<file path="src/rtl/mr_pulse_timer.sv">
module mr_pulse_timer #(
  parameter int unsigned TICKS = 50_000_000
) (
  input  logic clk,
  input  logic por_n,
  input  logic mr_in,
  input  logic mr_pol,
  output logic rst_hi_o,
  output logic rst_lo_o,
  output logic mem_dis_o
);
  localparam int CW = $clog2(TICKS + 1);

  logic [2:0]    sync_q;
  logic [CW-1:0] cnt_q;
  logic          pulse_q;
  logic          lvl, held, rise_seen, busy;

  assign lvl       = mr_pol ? mr_in : ~mr_in;
  assign held      = sync_q[1];
  assign rise_seen = sync_q[1] & ~sync_q[2];
  assign busy      = (cnt_q != '0);

  always_ff @(posedge clk or negedge por_n)
    if (!por_n) sync_q <= '1;
    else        sync_q <= {sync_q[1:0], lvl};

  always_ff @(posedge clk or negedge por_n)
    if (!por_n)         cnt_q <= '0;
    else if (busy)      cnt_q <= cnt_q - 1'b1;
    else if (rise_seen) cnt_q <= TICKS[CW-1:0];

  always_ff @(posedge clk or negedge por_n)
    if (!por_n) pulse_q <= 1'b0;
    else        pulse_q <= busy ? (cnt_q > 1) : rise_seen;

  assign rst_hi_o  = pulse_q;
  assign rst_lo_o  = ~pulse_q;
  assign mem_dis_o = pulse_q | held;

  logic [CW:0] hi_len_q;
  always_ff @(posedge clk or negedge por_n)
    if (!por_n) hi_len_q <= '0;
    else        hi_len_q <= rst_hi_o ? hi_len_q + 1'b1 : '0;


  start_chk: assert property (@(posedge clk) disable iff (!por_n)
    rise_seen && !busy |=> rst_hi_o);


  width_chk: assert property (@(posedge clk) disable iff (!por_n)
    $fell(rst_hi_o) |-> hi_len_q == TICKS);


  release_chk: assert property (@(posedge clk) disable iff (!por_n)
    rst_hi_o && cnt_q == 1 |=> !rst_hi_o);


  no_restart_chk: assert property (@(posedge clk) disable iff (!por_n)
    rst_hi_o && cnt_q > 1 |=> cnt_q == $past(cnt_q) - 1'b1);


  memdis_lead_chk: assert property (@(posedge clk) disable iff (!por_n)
    $rose(rst_hi_o) |-> $past(mem_dis_o));


  complement_chk: assert property (@(posedge clk) disable iff (!por_n)
    rst_lo_o != rst_hi_o);
endmodule

</file>
<file path="config.mk">
export PLATFORM = sky130hd
export DESIGN_NAME = mr_pulse_timer
export DESIGN_NICKNAME = d
export VERILOG_FILES = /design/src/rtl/mr_pulse_timer.sv
export SDC_FILE = /design/constraint.sdc
export NUM_CORES = 1
export LEC_CHECK = 0
export BUFFER_PORTS_ARGS = -buffer_cell sky130_fd_sc_hd__buf_4
export CAP_MARGIN = 20
export CELL_PAD_IN_SITES_DETAIL_PLACEMENT = 1
export CELL_PAD_IN_SITES_GLOBAL_PLACEMENT = 1
export CORE_ASPECT_RATIO = 2
export CORE_UTILIZATION = 45
export DETAILED_ROUTE_END_ITERATION = 8
export PLACE_DENSITY = 0.73
export SLEW_MARGIN = 15
export SYNTH_ARGS = -nofsm -noshare
export SYNTH_HDL_FRONTEND = slang
export SYNTH_SLANG_ARGS = --single-unit
</file>
<file path="constraint.sdc">
create_clock -name clk -period 3.9 [get_ports clk]
set_clock_uncertainty 0.15 [all_clocks]
set_input_delay 0.585 -clock clk [delete_from_list [all_inputs] [get_ports clk]]
set_output_delay 0.585 -clock clk [all_outputs]
set_load 0.1 [all_outputs]
</file>
Word level (Yosys, flattened, before mapping). Cells that the tools add are included. Widths: inputs -> output; s select.

Register bits after elaboration: 30. Output and inout bits: 3. Word-level logic and storage cells: 16.

Add/subtract/negate cells: 1. Order comparisons: 1. Mux-type cells: 4. Bitwise logic cells: 5. Reduce and logical (&&, ||, !) cells: 2.

Operator list (number): $mux 26 (2); $gt 26x1->1 const B (1); $reduce_bool 26->1 (1); $sub 26x1->26 const B (1); $not 1->1 (3); $mux 1 (2); $reduce_bool 2->1 (1); $and 1x1->1 (1); $or 1x1->1 (1).

Longest topological paths before layout. Gate-level depths: netlist of run 1.

Depth after elaboration: 4. Gate-level depth with buffers: 10.

Worst setup path before layout of run 1. OpenSTA, ideal clock, no wires.

Kind: reg-to-reg. Start point: register cnt_q[0]. End point: register cnt_q[21]. Setup time: 92 ps. Arrival: 2409 ps. Slack: 1249 ps. Cell stages (with the launch flop): 11. Buffers on the path: 3. Period minus slack after synthesis: 2651 ps. Cell sequence: dfrtp_1 inv_1 ha_1 or3b_1 clkbuf_1 or4b_4 buf_6 or2_1 buf_6 and2_1 o31ai_2.

Longest elaborated chain between the ends: 2. Elaborated cells between the ends (all ways): 4. Those cells by class: add/sub (1); mux (1); reduce/logical (2).

Ends and longest elaborated chain: from (decl) (line 15) `logic [CW-1:0] cnt_q;`; from (signal assigned) (line 30) `else if (busy) cnt_q <= cnt_q - 1'b1;`; from (signal assigned) (line 31) `else if (rise_seen) cnt_q <= TICKS[CW-1:0];`; $sub 26x1->26 or $reduce_bool 26->1 (tied branches) (line 30, 22); $mux 26 or $reduce_bool 2->1 (tied branches).

Parallel ways exist; a longest one is shown, timed or not. A chain may end at the register's enable or synchronous reset.

Final worst setup path of run 1.
Start point: register cnt_q[1]. End point: register cnt_q[15].

The elaborated chain is that of the path after synthesis.

==> results by group, run 1 <==
Power and ir drop
  • Reg power frac: 0.555
  • Max IR drop VDD: 0.000277 V
  • Sw Share: 0.292
  • Power per cell area: 458 mW/mm²
  • Pint: 537 µW
  • Sw Pwr: 221 µW
  • Clk pwr share: 0.345
  • Pleak: 0.000678 µW
  • Comb pwr share: 0.100
  • Final Power: 758 µW

Worst hold path
  • Hold Path Class: in -> async

Drt
  • Final WL: 3600 µm
  • DRT Pass-1 Iters: 4
  • Via density: 6.28
  • DRC viols: 0
  • Initial DRC count: 31
  • WL/cell: 19.0 µm
  • Antenna-violating nets left: 0
  • Vias: 1194

Clocking
  • Cts repair resizes: 0
  • Later-pin clock latency in the skew report: 0.29 ns
  • Cts hold-fix bufs: 0
  • Inserted Clock Buffers: 5
  • H-tree levels: 2
  • CTS sink cnt: 30
  • Post-CTS Setup Inserts: 0
  • CTS tree: done
  • Clock Tree Buf Depth: 2
  • Root Buffer: clkbuf_8
  • Worst-path clk slew: 0.07 ns

Setup path
  • CP startpoint: cnt_q[1]$_DFFE_PN0P_
  • FF-to-FF Start: cnt_q[1]$_DFFE_PN0P_
  • Worst reg2reg path depth: 7
  • Critical Path End Type: flip-flop
  • Worst flop-to-flop path endpoint: cnt_q[15]$_DFFE_PN0P_
  • Worst Path Required: 3.96 ns
  • Startpoint Class: flip-flop
  • Reg2reg setup slack: 0.98 ns
  • End point of the critical path: cnt_q[15]$_DFFE_PN0P_
  • Crit Path Category: reg -> reg
  • Worst path arrival time: 2.98 ns
  • Worst-path fanout max: 11

Floorplan
  • I/O pin count: 7
  • Die H: 83.9 µm
  • Die width: 43.0 µm
  • Placement Rows: 29
  • Core Footprint: 0.00319 mm²
  • Starting density of the core: 0.473
  • Die area: 0.00361 mm²

Yosys
  • Yosys warning count: 0
  • Synthesized area per cell: 10.1 µm²
  • Seq cells post-synth: 30
  • Post-Syn Nets: 155
  • Post-synth EDFFs: 0
  • Top-count cell post-synth: dfrtp_1
  • Main synth FF type: dfrtp_1
  • Synth area leaders: dfrtp_1 (45%), dfstp_2 (5.2%), nor2_1 (4.5%), nor4_1 (4.1%), xor2_1 (3.5%)
  • Share of the synthesized area in the top cell type: 0.447
  • Fraction of registers with async set/reset: 1.00
  • Cells after synthesis: 149
  • Largest area contributor in the netlist: dfrtp_1
  • Cell Area, Synth: 0.00151 mm²
  • Sequential share of the synthesized area: 0.500
  • Synth cell count leaders: dfrtp_1 (27), nor2_1 (18), nor4_1 (10)
  • Netlist cell types: 43

Job
  • Max-cap check violation count: 0

Final layout
  • Nets: 164
  • Antenna Cells: 0
  • Multi-input gate area in the final layout: 706 µm²
  • Area grow syn2layout: 9.53%
  • Fill cells: 367
  • Register area: 754 µm²
  • Post-Route Utilization: 0.518
  • Share of cells above drive strength 1: 0.138

Timing
  • RSZ-0062 raised after global routing: no
  • Period minus WS final: 2.92 ns
  • Worst slew pin tran: 0.828 ns
  • Setup TNS: 0 ns
  • Final Max Slew Viols: 0
  • Final Hold Vio Count: 0
  • Fmax achieved: 343 MHz
  • Setup violators final: 0
  • Tcrit/Tclk final: 0.748
  • Slew HR: 0.443

GRT
  • Pin count of the biggest net entering global routing: 31
  • Initial antenna violation count: 0
  • Vias in the first global route: 1337
  • Total Routing Usage GR: 0.232
  • First-pass GRT wire length: 6280 µm
  • Grt total ovfl: 0

Run status
  • Outcome: finished, final reports clean

Placed design
  • DP HPWL: 2700 µm
  • IO Port Bufs: 6
  • Routability cong.: 0.847
## cells in the final DEF, fill, tap and decap left out, types with 3 or more instances in the layout
master and instances:
or4_1 3, mux2i_1 3, o21ai_0 5, nor2_1 18, a211oi_1 4, dfrtp_1 27, inv_1 5, buf_4 6
a31oi_1 3, clkbuf_8 6, or3_1 3, xor2_1 6, nand2_1 8, dfstp_2 3, nand3_1 7, nor4_1 10
xnor2_1 4, nor3_1 8
## worst max-delay path: stages, from the launching register on
cell      delay, ns
dfrtp_1        0.41
inv_1          0.10
ha_1           0.19
or3b_1         0.46
or4b_4         0.64
o211ai_1       0.48
or4b_2         0.23
mux2i_1        0.18
## area by class of cell
type                       instances  area share
sequential                        30       0.456
clock inverter                     1     0.00303
tap                               31      0.0234
timing repair buffer               6      0.0272
multi-input combinational        110       0.427
inverter                           5      0.0113
clock buffer                       7      0.0522
## worst min path at each step
stage / end / cells past startpoint
2_1_floorplan: cnt_q[0]$_DFFE_PN0P_ / 0
3_3_place_gp: sync_q[1]$_DFF_PN1_ / 0
3_5_place_dp: sync_q[1]$_DFF_PN1_ / 0
4_1_cts: cnt_q[22]$_DFFE_PN0P_ / 1
5_1_grt: cnt_q[22]$_DFFE_PN0P_ / 1
6_report: cnt_q[22]$_DFFE_PN0P_ / 1
## flip-flops by register name, indices dropped and copies added, names as in the netlist
name and count:
cnt_q 26, rst_hi_o 1, sync_q 3
## power groups by stage
stage	logic, µW	clock network [µW]	registers [µW]
global route	85.9	276	430
finish	75.6	262	421
global placement	72.5	0	422
detailed placement	76.2	0	426
floorplan	55.2	0	407
CTS	77.5	268	421
## metal layers
metal / track usage / routed length [µm] / part of all wire / vias up
met5: 0 / 0 / 0 / -
met4: 0.129 / 108 / 0.030 / 0
met3: 0.0498 / 114 / 0.032 / 10
met2: 0.413 / 2090 / 0.58 / 18
met1: 0.237 / 1290 / 0.36 / 604
li1: - / - / - / 562
## cells by family after synthesis
| logic type | after synthesis | synth area share |
|---|---|---|
| DFF | 30 | 0.500 |
| buffers and inverters | 9 | 0.0331 |
| xor gates and xnor gates | 10 | 0.0580 |
| adders and majority gates | 2 | 0.0166 |
| AOI/OAI and AO/OA | 23 | 0.109 |
| muxes | 4 | 0.0273 |
| and+or+nand+nor | 71 | 0.257 |
## through the flow
step | setup slack [ns] | cell area (µm²) | instances | hold slack [ns]
6_report | 0.983 | 1650 | 190 | 0.0573
3_5_place_dp | 1.01 | 1560 | 182 | 0.200
2_1_floorplan | 1.25 | 1510 | 149 | 0.139
4_1_cts | 0.964 | 1650 | 190 | 0.0778
5_1_grt | 0.751 | 1650 | 190 | 0.0934
3_3_place_gp | 1.08 | 1560 | 182 | 0.195
Power figures use the tool's default switching activity.
==> inputs of run 2 (changes only) <==
--- a/config.mk
+++ b/config.mk
@@ -10,9 +10,9 @@
 export CELL_PAD_IN_SITES_DETAIL_PLACEMENT = 1
 export CELL_PAD_IN_SITES_GLOBAL_PLACEMENT = 1
 export CORE_ASPECT_RATIO = 2
-export CORE_UTILIZATION = 45
+export CORE_UTILIZATION = 42
 export DETAILED_ROUTE_END_ITERATION = 8
-export PLACE_DENSITY = 0.73
+export PLACE_DENSITY = 0.72
 export SLEW_MARGIN = 15
 export SYNTH_ARGS = -nofsm -noshare
 export SYNTH_HDL_FRONTEND = slang
==> constraint.sdc (replaced) <==
create_clock -name clk -period 2.4 [get_ports clk]
set_clock_uncertainty 0.15 [all_clocks]
set_input_delay 0.36 -clock clk [delete_from_list [all_inputs] [get_ports clk]]
set_output_delay 0.36 -clock clk [all_outputs]
set_load 0.1 [all_outputs]
==> run 2 against run 1 <==
  * The run now ends with negative setup slack left
  * First-iteration DRC count shrank 13%
  * Sequential cell count is the same
  * Core utilization grew 11 points
  * Via count grew 17%
  * Hold slack gained 0.0070 ns
  * Largest power group unchanged
  * Critical endpoint is now cnt_q[5]$_DFFE_PN0P_
  * Clock power grew 48%
  * Power grew 78%
==> results by group, run 2 (synthesis gave the netlist of run 1 again) <==
Run status
  • Outcome: finished, violations left
  • Violated checks: negative setup slack

Drt
  • DRC viols: 0 (unchanged)
  • DRT Pass-1 Iters: 4 (unchanged)
  • Antenna-violating nets left: 0 (unchanged)
  • WL/cell: 19.1 µm (+0.74%)
  • Initial DRC count: 27 (-13%)
  • Final WL: 4760 µm (+32%)
  • Via density: 5.62 (-11%)
  • Vias: 1399 (+17%)

Clocking
  • CTS tree: done
  • Root Buffer: clkbuf_8
  • Worst-path clk slew: 0.06 ns (about the same)
  • CTS sink cnt: 30 (unchanged)
  • H-tree levels: 2 (unchanged)
  • Clock Tree Buf Depth: 2 (unchanged)
  • Later-pin clock latency in the skew report: 0.28 ns (about the same)
  • Inserted Clock Buffers: 5 (unchanged)

Final layout
  • Most frequent cells in the layout: buf_4 (42), dfrtp_1 (27), nor2_1 (16), nand3_1 (7), nand2_1 (7)
  • Fin area: 0.00213 mm² (+29%)
  • Max FFs per register: 26 (unchanged)
  • Area grow syn2layout: 41.3%
  • Register with the most flip-flops: cnt_q
  • Antenna Cells: 0 (unchanged)
  • Commonest non-fill, non-tap cell in the layout: buf_4
  • Share of cells above drive strength 1: 0.408 (+0.270)
  • Nets: 206 (+26%)
  • Non-Filler Instances: 249 (+31%)

Timing
  • Worst slew pin tran: 0.442 ns (-0.386 ns)
  • Slew HR: 0.702 (+0.260)
  • Tcrit/Tclk final: 1.06 (+0.309)
  • Fmax achieved: 394 MHz (+15%)
  • RSZ-0062 raised after global routing: yes
  • Final Hold Vio Count: 0 (unchanged)
  • Period minus WS final: 2.54 ns (-0.379 ns)
  • Setup WS post-layout: -0.138 ns (-1.12 ns)
  • Final Max Slew Viols: 0 (unchanged)
  • Setup TNS: -0.892 ns (-0.892 ns)
  • WHS: 0.0643 ns (+0.00700 ns)
  • Setup violators final: 14 (+14)

Setup path
  • CP max stage delay: 0.57 ns (-0.07 ns)
  • Reg2reg setup slack: -0.14 ns (-1.12 ns)
  • Worst Path Required: 2.42 ns (-1.54 ns)
  • Worst-path fanout max: 4 (-7)
  • Cell family with the largest share of critical-path delay: simple AND/OR/NAND/NOR gates
  • Startpoint Class: flip-flop
  • Slowest stage cell, crit path: or4b_4
  • Critical Path End Type: flip-flop
  • Worst Path Buf+Inv: 3 (+2)
  • Worst path arrival time: 2.56 ns (-0.42 ns)
  • Crit path cell chain: inv_2 -> ha_4 -> or3b_4 -> or4b_4 -> o211ai_1 -> buf_4 -> buf_6 -> nor2_4 -> xor2_1
  • Crit Path Category: reg -> reg

Power and ir drop
  • Pleak: 0.000919 µW (+35%)
  • Final Power: 1350 µW (+78%)
  • Clk pwr share: 0.288 (-0.057)
  • Sw Share: 0.305 (+0.0129)
  • Max IR drop VDD: 0.000568 V (+110%)
  • Power per cell area: 631 mW/mm² (+38%)
  • Sw Pwr: 410 µW (+85%)
  • Pint: 935 µW (+74%)
  • Reg power frac: 0.482 (-0.073)
  • Comb pwr share: 0.230 (+0.130)

GRT
  • Initial antenna violation count: 0 (unchanged)
  • Vias in the first global route: 1535 (+15%)
  • Pin count of the biggest net entering global routing: 31 (unchanged)
  • Grt total ovfl: 0 (unchanged)
  • Total Routing Usage GR: 0.266 (+0.0341)
  • First-pass GRT wire length: 7310 µm (+16%)

Job
  • Max-cap check violation count: 0 (unchanged)

Floorplan
  • Placement Rows: 30 (+3.4%)
  • Core Footprint: 0.00342 mm² (+7.0%)
  • Die H: 86.8 µm (+3.4%)
  • Die area: 0.00385 mm² (+6.9%)
  • Starting density of the core: 0.442 (-0.0308)
  • I/O pin count: 7 (unchanged)
  • Die width: 44.4 µm (+3.3%)

Placed design
  • IO Port Bufs: 6 (unchanged)
  • Routability cong.: 0.874 (+3.2%)
  • Placed cell count: 231 (+27%)
  • DP HPWL: 3250 µm (+20%)
  • DP Area: 0.00183 mm² (+17%)

Worst hold path
  • Hold Path Class: in -> reg
## run 2: area by class of cell
class | count | area [µm²]
clock buffer | 8 | 80.1
tap | 48 | 60.1
sequential | 30 | 754
inverter | 5 | 18.8
timing repair buffer | 48 | 382
multi-input combinational | 110 | 838
fill | 356 | 1280
## run 2: routing by layer
layer	vias to the layer above	track usage	part of all wire
met4	0	0.140	0.031
met1	718	0.257	0.36
met5	-	0	0
li1	651	-	-
met2	20	0.497	0.59
met3	10	0.0500	0.016
## run 2: power groups by stage
stage	sequential (µW)	combinational, µW	clock [µW]
6_report	649	309	388
5_1_grt	657	332	419
4_1_cts	642	288	391
3_5_place_dp	649	266	0
3_3_place_gp	642	247	0
2_1_floorplan	661	89.7	0
## run 2: per-stage QoR
stage | utilization | setup WS [ns]
2_1_floorplan | - | -0.224
6_report | 0.625 | -0.138
5_1_grt | 0.625 | -0.173
4_1_cts | 0.590 | -0.0693
3_5_place_dp | 0.535 | -0.100
3_3_place_gp | 0.535 | -0.0556
## run 2: timing repair
item | in CTS | in global routing
hold buffers | 1 | 0
endpoints found under the setup margin | 15 | 21
pin swaps | 5 | 6
setup buffers | 5 | 4
resized for setup | 14 | 18
endpoints found under the hold margin | 27 | 0
## run 2: worst paths after layout
check                                      from               endpoint  cells past startpoint
setup / recovery           cnt_q[1]$_DFFE_PN0P_   cnt_q[5]$_DFFE_PN0P_                      9
hold / removal                            mr_in    sync_q[0]$_DFF_PN1_                      2
setup reg to reg           cnt_q[1]$_DFFE_PN0P_   cnt_q[5]$_DFFE_PN0P_                      9
hold reg to reg             sync_q[0]$_DFF_PN1_    sync_q[1]$_DFF_PN1_                      0
max in group asynchronous                 por_n    sync_q[1]$_DFF_PN1_                      2
min in group asynchronous                 por_n  cnt_q[25]$_DFFE_PN0P_                      2
==> inputs of run 3 (changes only) <==
--- a/config.mk
+++ b/config.mk
@@ -7,12 +7,10 @@
 export LEC_CHECK = 0
 export BUFFER_PORTS_ARGS = -buffer_cell sky130_fd_sc_hd__buf_4
 export CAP_MARGIN = 20
-export CELL_PAD_IN_SITES_DETAIL_PLACEMENT = 1
-export CELL_PAD_IN_SITES_GLOBAL_PLACEMENT = 1
 export CORE_ASPECT_RATIO = 2
-export CORE_UTILIZATION = 42
+export CORE_UTILIZATION = 45
 export DETAILED_ROUTE_END_ITERATION = 8
-export PLACE_DENSITY = 0.72
+export PLACE_DENSITY = 0.63
 export SLEW_MARGIN = 15
 export SYNTH_ARGS = -nofsm -noshare
 export SYNTH_HDL_FRONTEND = slang
==> run 3 against run 2 <==
  * The flow still finishes with violations (negative setup slack)
  * First-iteration DRC count up 89%
  * Cell area down 8.2%
  * Clock power down 3%
==> results by group, run 3 (synthesis gave the netlist of run 1 again) <==
Run status
  • Outcome: finished, violations left
  • Violated checks: negative setup slack

Setup path
  • Slowest stage cell, crit path: or4b_4
  • Crit Path Category: reg -> reg
  • Worst reg2reg path depth: 8 (-1)
  • Worst-path fanout max: 5 (+1)
  • Crit path cell chain: inv_2 -> ha_2 -> or3b_4 -> or4b_4 -> o211ai_1 -> buf_4 -> nor3_2 -> xor2_1
  • CP Depth: 8 (-1)
  • CP max stage delay: 0.56 ns (about the same)
  • Startpoint Class: flip-flop
  • Worst Path Required: 2.41 ns (about the same)
  • Worst path arrival time: 2.43 ns (-0.13 ns)
  • Worst Path Buf+Inv: 2 (-1)
  • Cell family with the largest share of critical-path delay: simple AND/OR/NAND/NOR gates
  • Critical Path End Type: flip-flop

Drt
  • WL/cell: 16.3 µm (-15%)
  • Initial DRC count: 51 (+89%)
  • DRT Pass-1 Iters: 4 (unchanged)
  • DRC viols: 0 (unchanged)
  • Via density: 5.91 (+5.2%)
  • Final WL: 3580 µm (-25%)
  • Antenna-violating nets left: 0 (unchanged)
  • Vias: 1300 (-7.1%)

Power and ir drop
  • Power per cell area: 653 mW/mm² (+3.5%)
  • Pleak: 0.000847 µW (-7.9%)
  • Max IR drop VDD: 0.000557 V (-1.8%)

Floorplan
  • I/O pin count: 7 (unchanged)
  • Die H: 83.9 µm (-3.3%)
  • Die area: 0.00361 mm² (-6.4%)
  • Placement Rows: 29 (-3.3%)
  • Die width: 43.0 µm (-3.2%)
  • Starting density of the core: 0.473 (+0.0308)
  • Core Footprint: 0.00319 mm² (-6.5%)

Timing
  • Setup violators final: 8 (-6)
  • Final Hold Vio Count: 0 (unchanged)
  • Period minus WS final: 2.42 ns (-0.115 ns)
  • Worst slew pin tran: 0.457 ns (+0.0147 ns)
  • Tcrit/Tclk final: 1.01 (-0.0479)
  • Slew HR: 0.692 (-0.00990)
  • Final Max Slew Viols: 0 (unchanged)
  • Fmax achieved: 413 MHz (+4.7%)
  • RSZ-0062 raised after global routing: yes
  • Setup WS post-layout: -0.0227 ns (+0.115 ns)

Job
  • Max-cap check violation count: 0 (unchanged)

GRT
  • Vias in the first global route: 1312 (-15%)
  • Total Routing Usage GR: 0.212 (-0.0538)
  • Initial antenna violation count: 0 (unchanged)
  • Pin count of the biggest net entering global routing: 31 (unchanged)
  • Grt total ovfl: 0 (unchanged)
  • First-pass GRT wire length: 5790 µm (-21%)

Clocking
  • Clock Tree Buf Depth: 2 (unchanged)
  • Worst-path clk slew: 0.06 ns (about the same)
  • CTS sink cnt: 30 (unchanged)
  • Later-pin clock latency in the skew report: 0.28 ns (about the same)
  • Root Buffer: clkbuf_8
  • CTS tree: done
  • Inserted Clock Buffers: 5 (unchanged)
  • H-tree levels: 2 (unchanged)

Placed design
  • IO Port Bufs: 6 (unchanged)
  • DP Area: 0.00178 mm² (-2.8%)
  • Routability cong.: 0.851 (-2.7%)
  • DP HPWL: 2550 µm (-21%)
  • Pre-CTS setup slack: -0.0697 ns (+0.0308 ns)
  • Placed cell count: 210 (-9.1%)

Final layout
  • Non-Filler Instances: 220 (-12%)
  • Share of cells above drive strength 1: 0.354 (-0.0535)
  • Commonest non-fill, non-tap cell in the layout: buf_4
  • Nets: 195 (-5.3%)
  • Antenna Cells: 0 (unchanged)
  • Register with the most flip-flops: cnt_q
  • Fin area: 0.00196 mm² (-8.2%)
  • Most frequent cells in the layout: buf_4 (34), dfrtp_1 (27), nor2_1 (15), nand2_1 (8), nor4_1 (7)
  • Max FFs per register: 26 (unchanged)
  • Area grow syn2layout: 29.7%
  • Post-Route Utilization: 0.614 (-0.0109)

Worst hold path
  • Cell depth of the worst hold path: 2 (unchanged)
  • Hold Path Class: in -> reg
==> run 3: what timing repair did <==
action	CTS	global route
hold buffers	1	0
setup buffers	2	0
hold endpoints to repair	27	0
setup endpoints to repair	12	18
gates resized for setup	7	14
pin swaps	1	2
==> run 3: final cells by class <==
type	count	area [µm²]
well taps	31	38.8
clock buffers	7	76.3
flip-flops and latches	30	754
multi-input cells	110	783
fillers	281	1230
inverters	5	18.8
repair buffers	37	288
==> run 3: final timing paths <==
path / end / from / slack [ns]
max: cnt_q[11]$_DFFE_PN0P_ / cnt_q[1]$_DFFE_PN0P_ / -0.02
min: sync_q[0]$_DFF_PN1_ / mr_in / 0.06
max reg2reg: cnt_q[11]$_DFFE_PN0P_ / cnt_q[1]$_DFFE_PN0P_ / -0.02
min reg2reg: sync_q[1]$_DFF_PN1_ / sync_q[0]$_DFF_PN1_ / 0.21
max in group asynchronous: sync_q[1]$_DFF_PN1_ / por_n / 1.39
min in group asynchronous: cnt_q[22]$_DFFE_PN0P_ / por_n / 0.39
==> run 3: per-stage QoR <==
step	setup TNS, ns	power (µW)	hold WS [ns]
finish	-0.0980	1280	0.0631
global route	-1.14	1340	0.0648
CTS	-0.238	1280	0.0568
detailed placement	-0.415	889	0.160
global placement	-0.122	881	0.157
floorplan	-2.05	750	-0.0856
==> run 3: where the power goes <==
part / total [µW] / switching [µW] / internal (µW) / leakage, µW
Clock: 376 / 177 / 199 / 0.0000383
Sequential: 647 / 62.2 / 584 / 0.000350
Combinational: 257 / 130 / 126 / 0.000458
Total: 1280 / 369 / 910 / 0.000847
==> run 3: routing by layer <==
metal	global-route usage	up-vias	share of wire
met5	0	-	0
met2	0.369	23	0.56
met4	0.116	0	0.025
met3	0.0455	9	0.029
li1	-	627	-
met1	0.227	641	0.39
